### src/rtl/pm_evt_router.sv
module pm_evt_router #(
  parameter int          DATA_W   = 32,
  parameter int          ADDR_W   = 4,
  parameter logic [31:0] ACT_MASK = 32'h0000_3F83
) (
  input  logic              clk,
  input  logic              rst_n,
  input  logic [DATA_W-1:0] evt_in,
  input  logic              sys_awake,
  input  logic              req_valid,
  input  logic              req_write,
  input  logic [ADDR_W-1:0] req_addr,
  input  logic [DATA_W-1:0] req_wdata,
  output logic              rsp_valid,
  output logic [DATA_W-1:0] rsp_rdata,
  output logic              wake_req,
  output logic              sci_out,
  output logic              smi_out
);
  localparam logic [ADDR_W-1:0] STS_OFS = ADDR_W'(0);
  localparam logic [ADDR_W-1:0] ENA_OFS = ADDR_W'(4);
  localparam logic [ADDR_W-1:0] CTL_OFS = ADDR_W'(8);
  localparam logic [DATA_W-1:0] MASK    = ACT_MASK[DATA_W-1:0];

  logic [DATA_W-1:0] sts_q, ena_q, clr_vec, set_vec, rd_mux;
  logic              route_sci_q, smi_glb_q;
  logic              wr_sts, wr_ena, wr_ctl, pending;

  assign wr_sts  = req_valid && req_write && (req_addr == STS_OFS);
  assign wr_ena  = req_valid && req_write && (req_addr == ENA_OFS);
  assign wr_ctl  = req_valid && req_write && (req_addr == CTL_OFS);
  assign clr_vec = wr_sts ? (req_wdata & MASK) : '0;
  assign set_vec = evt_in & MASK;

  always_ff @(posedge clk) begin
    if (!rst_n) begin
      sts_q       <= '0;
      ena_q       <= '0;
      route_sci_q <= 1'b0;
      smi_glb_q   <= 1'b0;
    end else begin
      sts_q <= (sts_q & ~clr_vec) | set_vec;
      if (wr_ena) ena_q <= req_wdata & MASK;
      if (wr_ctl) begin
        route_sci_q <= req_wdata[0];
        smi_glb_q   <= req_wdata[1];
      end
    end
  end

  always_comb begin
    rd_mux = '0;
    case (req_addr)
      STS_OFS: rd_mux = sts_q;
      ENA_OFS: rd_mux = ena_q;
      CTL_OFS: rd_mux = {{(DATA_W-2){1'b0}}, smi_glb_q, route_sci_q};
      default: rd_mux = '0;
    endcase
  end

  always_ff @(posedge clk) begin
    if (!rst_n) begin
      rsp_valid <= 1'b0;
      rsp_rdata <= '0;
    end else begin
      rsp_valid <= req_valid && !req_write;
      if (req_valid && !req_write) rsp_rdata <= rd_mux;
    end
  end

  assign pending  = |(sts_q & ena_q);
  assign wake_req = pending && !sys_awake;
  assign sci_out  = pending && sys_awake && route_sci_q;
  assign smi_out  = pending && sys_awake && !route_sci_q && smi_glb_q;

  AST_RSVD_ZERO: assert property (@(posedge clk) disable iff (!rst_n)
    ((sts_q | ena_q) & ~MASK) == '0);
  AST_EVT_STICKS: assert property (@(posedge clk) disable iff (!rst_n)
    |evt_in |=> ((sts_q & $past(evt_in & MASK)) == $past(evt_in & MASK)));
  AST_NO_FREE_SET: assert property (@(posedge clk) disable iff (!rst_n)
    1'b1 |=> ((sts_q & ~$past(sts_q) & ~$past(evt_in)) == '0));
  AST_CLR_BY_W1C: assert property (@(posedge clk) disable iff (!rst_n)
    1'b1 |=> (($past(sts_q) & ~sts_q & ~($past(clr_vec) & ~$past(evt_in))) == '0));
  AST_ROUTE_EXCL: assert property (@(posedge clk) disable iff (!rst_n)
    !(sci_out && smi_out));
  AST_WAKE_ASLEEP: assert property (@(posedge clk) disable iff (!rst_n)
    wake_req |-> !sys_awake);
  AST_RSP_TIMING: assert property (@(posedge clk) disable iff (!rst_n)
    (req_valid && !req_write) |=> rsp_valid);
endmodule

### config.mk
export PLATFORM = sky130hd
export DESIGN_NAME = pm_evt_router
export DESIGN_NICKNAME = d
export VERILOG_FILES = /design/src/rtl/pm_evt_router.sv
export SDC_FILE = /design/constraint.sdc
export NUM_CORES = 1
export LEC_CHECK = 0
export ABC_CLOCK_PERIOD_IN_PS = 1500
export BUFFER_PORTS_ARGS = -buffer_cell sky130_fd_sc_hd__buf_2
export CAP_MARGIN = 5
export CORE_MARGIN = 4
export CORE_UTILIZATION = 30
export CTS_BUF_LIST = sky130_fd_sc_hd__clkbuf_2 sky130_fd_sc_hd__clkbuf_4 sky130_fd_sc_hd__clkbuf_8
export CTS_CLUSTER_SIZE = 40
export DETAILED_ROUTE_END_ITERATION = 8
export GPL_ROUTABILITY_DRIVEN = 0
export HOLD_SLACK_MARGIN = 0.06
export SYNTH_ARGS = -nofsm -noshare
export SYNTH_HDL_FRONTEND = slang
export SYNTH_SLANG_ARGS = --single-unit
### constraint.sdc
create_clock -name clk -period 1.5 [get_ports clk]
set_input_delay 0.15 -clock clk [delete_from_list [all_inputs] [get_ports clk]]
set_output_delay 0.15 -clock clk [all_outputs]
set_load 0.05 [all_outputs]
==> results.ini, run 1 <==
[status]
status = complete, but fails checks
violations = setup timing

[floorplanning]
start_util_pct = 31.87
die_w_um = 80
rows = 25
die_h_um = 80
dieArea_mm2 = 0.006400
core_mm2 = 0.004880
ioPinCount = 109

[worst_setup_path]
cp.arrival_ns = 1.43
cp.required_ns = 1.35
crit_path_max_incr_delay_ns = 0.33
path_buf_inv = 1
worstSetupEndpointType = output port
critPathKind = register to output port
reg2reg_slack_ns = 0.59
critPathSlowestCell = dfxtp_2
worst-path-max-fanout = 3
crit_chain = a222oi_1 > and4_4 > nor3_2 > buf_6
startpoint_type = register
critPathTopFamily = simple AND/OR/NAND/NOR gates

[grt]
grt_pass1_wl_um = 6009
first_global_vias = 1260
gr-total-overflow = 0
grtUsageTotal_pct = 12.14
grt_max_degree = 34
antenna_found_initial = 0

[synthesis]
synth_top_cell_area_share_pct = 38.62
synth.area.mux_share_pct = 7.080
synth-xor-area-share_pct = 0
synth_compound_area_share_pct = 22.20
synthArstFlopShare_pct = 0
yosysUniqueCellTypes = 29
yosysWarningCount = 0
synth_area_per_cell_um2 = 8.592
ys_top_cells_by_area = dfxtp_1, buf_4, mux2i_1
synth_edf_count = 0
synthCells = 181
seq_area_frac_synth_pct = 38.62
ys_ff_latch = 30
synth_area_leader_cell = dfxtp_1
synth-simple-area-share_pct = 14.24
synth-adder-area-share_pct = 0
synth_top_family_by_area = compound AO/OA/AOI/OAI gates
synth_area_mm2 = 0.001555
synth-main-ff-cell = dfxtp_1

[layout]
drive_gt1_share_pct = 27.11
fin_area_mm2 = 0.001901
fillers = 518
final_cell_mix = buf_2, dfxtp_1, conb_1
final_common_cell = buf_2
diodes = 0
nets = 298
syn2layout_area_growth_pct = 22.20
final_util_pct = 38.95

[place]
io_buffer_count = 39
dp_hpwl_um = 2709
place_area_mm2 = 0.001773

[routing]
vias_per_cell = 4.623
drc_errors = 0
num_vias = 1350
wirelength_um = 3678
antenna_left = 0
post_drt_wl_per_cell_um = 12.60
dr.pass1.iters = 4
drt_iter0_drc = 97

[clock_network]
clk_path_buf_depth = 2
cts_tree = yes
htree_num_levels = 2
clkTransAtPathRegs_ns = 0.06
clock_sink_count = 30
cts_buffers = 5
clk_latency_ns = 0.28
cts_root_buffer = clkbuf_8

[timing]
tns_ns = -0.2183
rsz0062_at_grt = true
finalCritPeriodShare_pct = 105.2
skew_ns = 0.004072
setup_viol = 3
fmax_mhz = 633.8
final-max-slew-violation-count = 0
fin_crit_ns = 1.578
hold_viol = 0
setup_ws_ns = -0.07768

[worst_hold_path]
hp-class = primary input to register

[pwr]
pwr_density_cell_mw_per_mm2 = 933.1
leakage_nw = 0.8223
max-vdd-ir-drop_mv = 0.2698
design_power_total_mw = 1.773

[run]
maxCapViolCount = 0

-- cell usage after synthesis (7+ instances only) --
master,instances
a21boi_1,9
clkbuf_1,7
dfxtp_1,30
o21ai_0,18
o32ai_1,7
nand3_1,10
buf_4,23
inv_1,16
and2_1,8
mux2i_1,11
nand2_1,8
a31oi_1,9
-- through the flow --
step / setup WS [ns] / hold WS, ns / std cells
finish: -0.07768 / 0.06485 / 292
global route: -0.1652 / 0.07196 / 292
CTS: -0.08841 / 0.06170 / 292
detailed placement: 0.06200 / 0.3560 / 283
global placement: 0.07451 / 0.3561 / 283
floorplan: 0.04746 / 0.2502 / 203
-- final timing paths --
kind / from / end / cells after the start
setup reg to reg: route_sci_q / rsp_rdata[0] / 3
hold / removal: req_wdata[10] / sts_q[10] / 2
setup / recovery: sts_q[0] / smi_out / 4
hold reg to reg: rsp_rdata[0] / rsp_rdata[0] / 2
-- logic make-up (layout without fill, tap and decap cells) --
family | Yosys count | after routing
AO/OA/AOI/OAI | 52 | 52
buffers and inverters | 49 | 71
AND/OR/NAND/NOR | 38 | 38
flip-flops | 30 | 30
multiplexers | 11 | 11
other | 1 | 23
-- report_power, final --
part / switching (mW) / internal (mW) / total, mW
clock network: 0.282 / 0.355 / 0.637
logic: 0.222 / 0.0794 / 0.302
registers: 0.0156 / 0.820 / 0.835
-- layer usage --
metal,up-vias,global-route usage (%),part of all wire [%]
li1,686,-,-
met1,614,16.56,49
met2,44,17.72,43
met3,6,4.853,7.4
met4,0,3.041,0.98
met5,-,0,0
-- final cells by class --
cell class                 count  area [µm²]  share of cell area, %
multi-input combinational    124       773.2                  40.68
sequential                    30       603.1                  31.73
timing repair buffer          48       296.5                  15.60
clock buffer                   7       83.83                  4.411
tap                           67       83.83                  4.411
inverter                      16       60.06                  3.160
-- sequential cells by signal, summed over array words and instances, names as in the netlist --
signal,count
ena_q,9
sts_q,9
rsp_valid,1
route_sci_q,1
smi_glb_q,1
rsp_rdata,9
-- timing repair --
action / CTS / global route
hold buffers: 1 / 0
buffers inserted: 1 / 0
cloned: 0 / 0
gates resized for setup: 8 / 3
setup endpoints to repair: 3 / 3
endpoints found under the hold margin: 1 / 0
pin swaps: 3 / 2
No activity file was read; power rests on OpenSTA's default activity.
==> run 2: changes to the inputs <==
--- a/config.mk
+++ b/config.mk
@@ -6,13 +6,13 @@
 export NUM_CORES = 1
 export LEC_CHECK = 0
 export ABC_CLOCK_PERIOD_IN_PS = 1500
-export BUFFER_PORTS_ARGS = -buffer_cell sky130_fd_sc_hd__buf_2
 export CAP_MARGIN = 5
 export CORE_MARGIN = 4
 export CORE_UTILIZATION = 30
 export CTS_BUF_LIST = sky130_fd_sc_hd__clkbuf_2 sky130_fd_sc_hd__clkbuf_4 sky130_fd_sc_hd__clkbuf_8
 export CTS_CLUSTER_SIZE = 40
 export DETAILED_ROUTE_END_ITERATION = 8
+export DONT_BUFFER_PORTS = 1
 export GPL_ROUTABILITY_DRIVEN = 0
 export HOLD_SLACK_MARGIN = 0.06
 export SYNTH_ARGS = -nofsm -noshare
==> run 2 against run 1 <==
The flow still finishes with violations (setup timing). Via count is 2.7% lower. Critical path depth unchanged. Combinational power shrank 7.3%. First-iteration DRC count fell by 5.2%. Utilization up 1.1 points. Largest power group unchanged.
==> results.ini, run 2 (synthesized netlist as in run 1, its figures left out) <==
[clock_network]
clkTransAtPathRegs_ns = 0.07  ; about the same
cts_buffers = 5  ; unchanged
clk_latency_ns = 0.28  ; about the same
cts_tree = yes
cts_root_buffer = clkbuf_8
clock_sink_count = 30  ; unchanged
clk_path_buf_depth = 2  ; unchanged
htree_num_levels = 2  ; unchanged

[grt]
grt_pass1_wl_um = 6196  ; +3.1%
first_global_vias = 1259  ; -0.079%
gr-total-overflow = 0  ; unchanged
antenna_found_initial = 0  ; unchanged
grt_max_degree = 25  ; -26%
grtUsageTotal_pct = 12.65  ; +0.50 points

[floorplanning]
ioPinCount = 109  ; unchanged
core_mm2 = 0.004880  ; unchanged
dieArea_mm2 = 0.006400  ; unchanged
start_util_pct = 31.87  ; unchanged
rows = 25  ; unchanged
die_h_um = 80  ; unchanged
die_w_um = 80  ; unchanged

[layout]
final_common_cell = dfxtp_1
diodes = 0  ; unchanged
drive_gt1_share_pct = 15.81  ; -11 points
nets = 287  ; -3.7%
multiInputGateArea_um2 = 775.7  ; +0.32%
final_util_pct = 40.05  ; +1.1 points
top_regs = ena_q x9, rsp_rdata x9, sts_q x9
syn2layout_area_growth_pct = 25.66
final_cell_mix = dfxtp_1, conb_1, dlygate4sd3_1
regArea_um2 = 603.1  ; unchanged
fillers = 518  ; unchanged

[timing]
max_slew_margin_pct = 47.98
finalCritPeriodShare_pct = 104.8  ; -0.34 points
final-max-slew-violation-count = 0  ; unchanged
hold_viol = 0  ; unchanged
fmax_mhz = 635.9  ; +0.32%
skew_ns = 0.005930  ; +0.001859 ns
setup_ws_ns = -0.07260  ; +0.005077 ns
rsz0062_at_grt = true
fin_crit_ns = 1.573  ; -0.005077 ns
tightest_slew_ns = 0.7777
setup_viol = 3  ; unchanged

[pwr]
seqPwrFrac_pct = 46.6  ; -0.5 points
leakage_nw = 0.7890  ; -4.0%
power.share.combinational_pct = 15.5  ; -1.5 points
max-vdd-ir-drop_mv = 0.3911  ; +45%
pwr_density_cell_mw_per_mm2 = 921.6  ; -1.2%
internal_power_mw = 1.293  ; +3.1%
design_power_total_mw = 1.801  ; +1.6%
pwr-share-clk_pct = 37.8  ; +1.9 points
p_sw_share_pct = 28.23  ; -1.1 points
power_switching_mw = 0.5085  ; -2.2%

[routing]
post_drt_wl_per_cell_um = 13.94  ; +11%
drt_iter0_drc = 92  ; -5.2%
vias_per_cell = 4.656  ; +0.71%
wirelength_um = 3932  ; +6.9%
num_vias = 1313  ; -2.7%
drc_errors = 0  ; unchanged
dr.pass1.iters = 5  ; +1
antenna_left = 0  ; unchanged

[worst_setup_path]
cp.arrival_ns = 1.42  ; about the same
worstSetupEndpointType = output port
r2r_end = sts_q[11]
critPathKind = register to output port
reg2reg_slack_ns = 0.23  ; -0.36 ns
reg2regPathDepth = 3  ; unchanged
cp.required_ns = 1.35  ; about the same
endpoint = smi_out
worst-path-max-fanout = 3  ; unchanged
critPathLaunch = sts_q[0]
startpoint_type = register
reg2reg_from = sts_q[11]

[worst_hold_path]
hp-class = primary input to register

[status]
violations = setup timing
status = complete, but fails checks

[run]
maxCapViolCount = 0  ; unchanged

[place]
dp_hpwl_um = 2650  ; -2.2%
io_buffer_count = 0  ; -100%

==> run 2: worst max-delay path: stages, from the launching register on <==
cell	delay, ns
dfxtp_2	0.34
a222oi_1	0.29
and4_4	0.30
nor3_2	0.06
buf_6	0.15
==> run 2: per-stage QoR <==
| stage | area [µm²] | setup TNS [ns] | hold slack, ns | setup slack [ns] | instances |
|---|---|---|---|---|---|
| final | 1954 | -0.1811 | 0.09473 | -0.07260 | 282 |
| after global routing | 1954 | -0.4934 | 0.08499 | -0.1764 | 282 |
| after CTS | 1944 | -0.2355 | 0.08521 | -0.08565 | 281 |
| after detailed placement | 1633 | 0 | 0.2538 | 0.1472 | 253 |
| after global placement | 1633 | 0 | 0.2507 | 0.1744 | 253 |
| after floorplan | 1643 | 0 | 0.2502 | 0.04746 | 203 |
==> run 2: power by group through the flow <==
stage / registers [mW] / clock network, mW / logic (mW)
after detailed placement: 0.857 / 0 / 0.217
after floorplan: 0.854 / 0 / 0.257
after global routing: 0.841 / 0.746 / 0.298
after CTS: 0.839 / 0.700 / 0.277
after global placement: 0.856 / 0 / 0.216
final: 0.840 / 0.681 / 0.280
==> run 2: cell type report <==
type | instances | area share [%]
multi-input combinational | 124 | 39.69
sequential | 30 | 30.86
timing repair buffer | 37 | 17.22
clock buffer | 7 | 4.609
tap | 67 | 4.289
inverter | 16 | 3.073
clock inverter | 1 | 0.2561
==> run 2: worst min path at each step <==
stage,depth (start not counted),to,from
2_1_floorplan,1,sts_q[0],req_wdata[0]
4_1_cts,2,route_sci_q,req_addr[2]
3_5_place_dp,1,sts_q[13],req_wdata[13]
6_report,2,route_sci_q,req_addr[2]
5_1_grt,2,route_sci_q,req_addr[2]
3_3_place_gp,1,sts_q[11],req_wdata[11]
==> run 2: repair_timing <==
action | 4_1_cts | 5_1_grt
endpoints found under the setup margin | 3 | 3
hold buffers | 19 | 0
resized for setup | 8 | 1
cloned | 0 | 0
pin swaps | 2 | 0
endpoints found under the hold margin | 30 | 0
buffers inserted | 1 | 1
==> run 2: metal layers <==
| metal | vias to the layer above | wire length, µm | GRT usage, % |
|---|---|---|---|
| met2 | 47 | 1799 | 18.71 |
| li1 | 660 | - | - |
| met4 | 0 | 22 | 4.223 |
| met3 | 2 | 324 | 4.063 |
| met5 | - | 0 | 0 |
| met1 | 604 | 1786 | 17.22 |
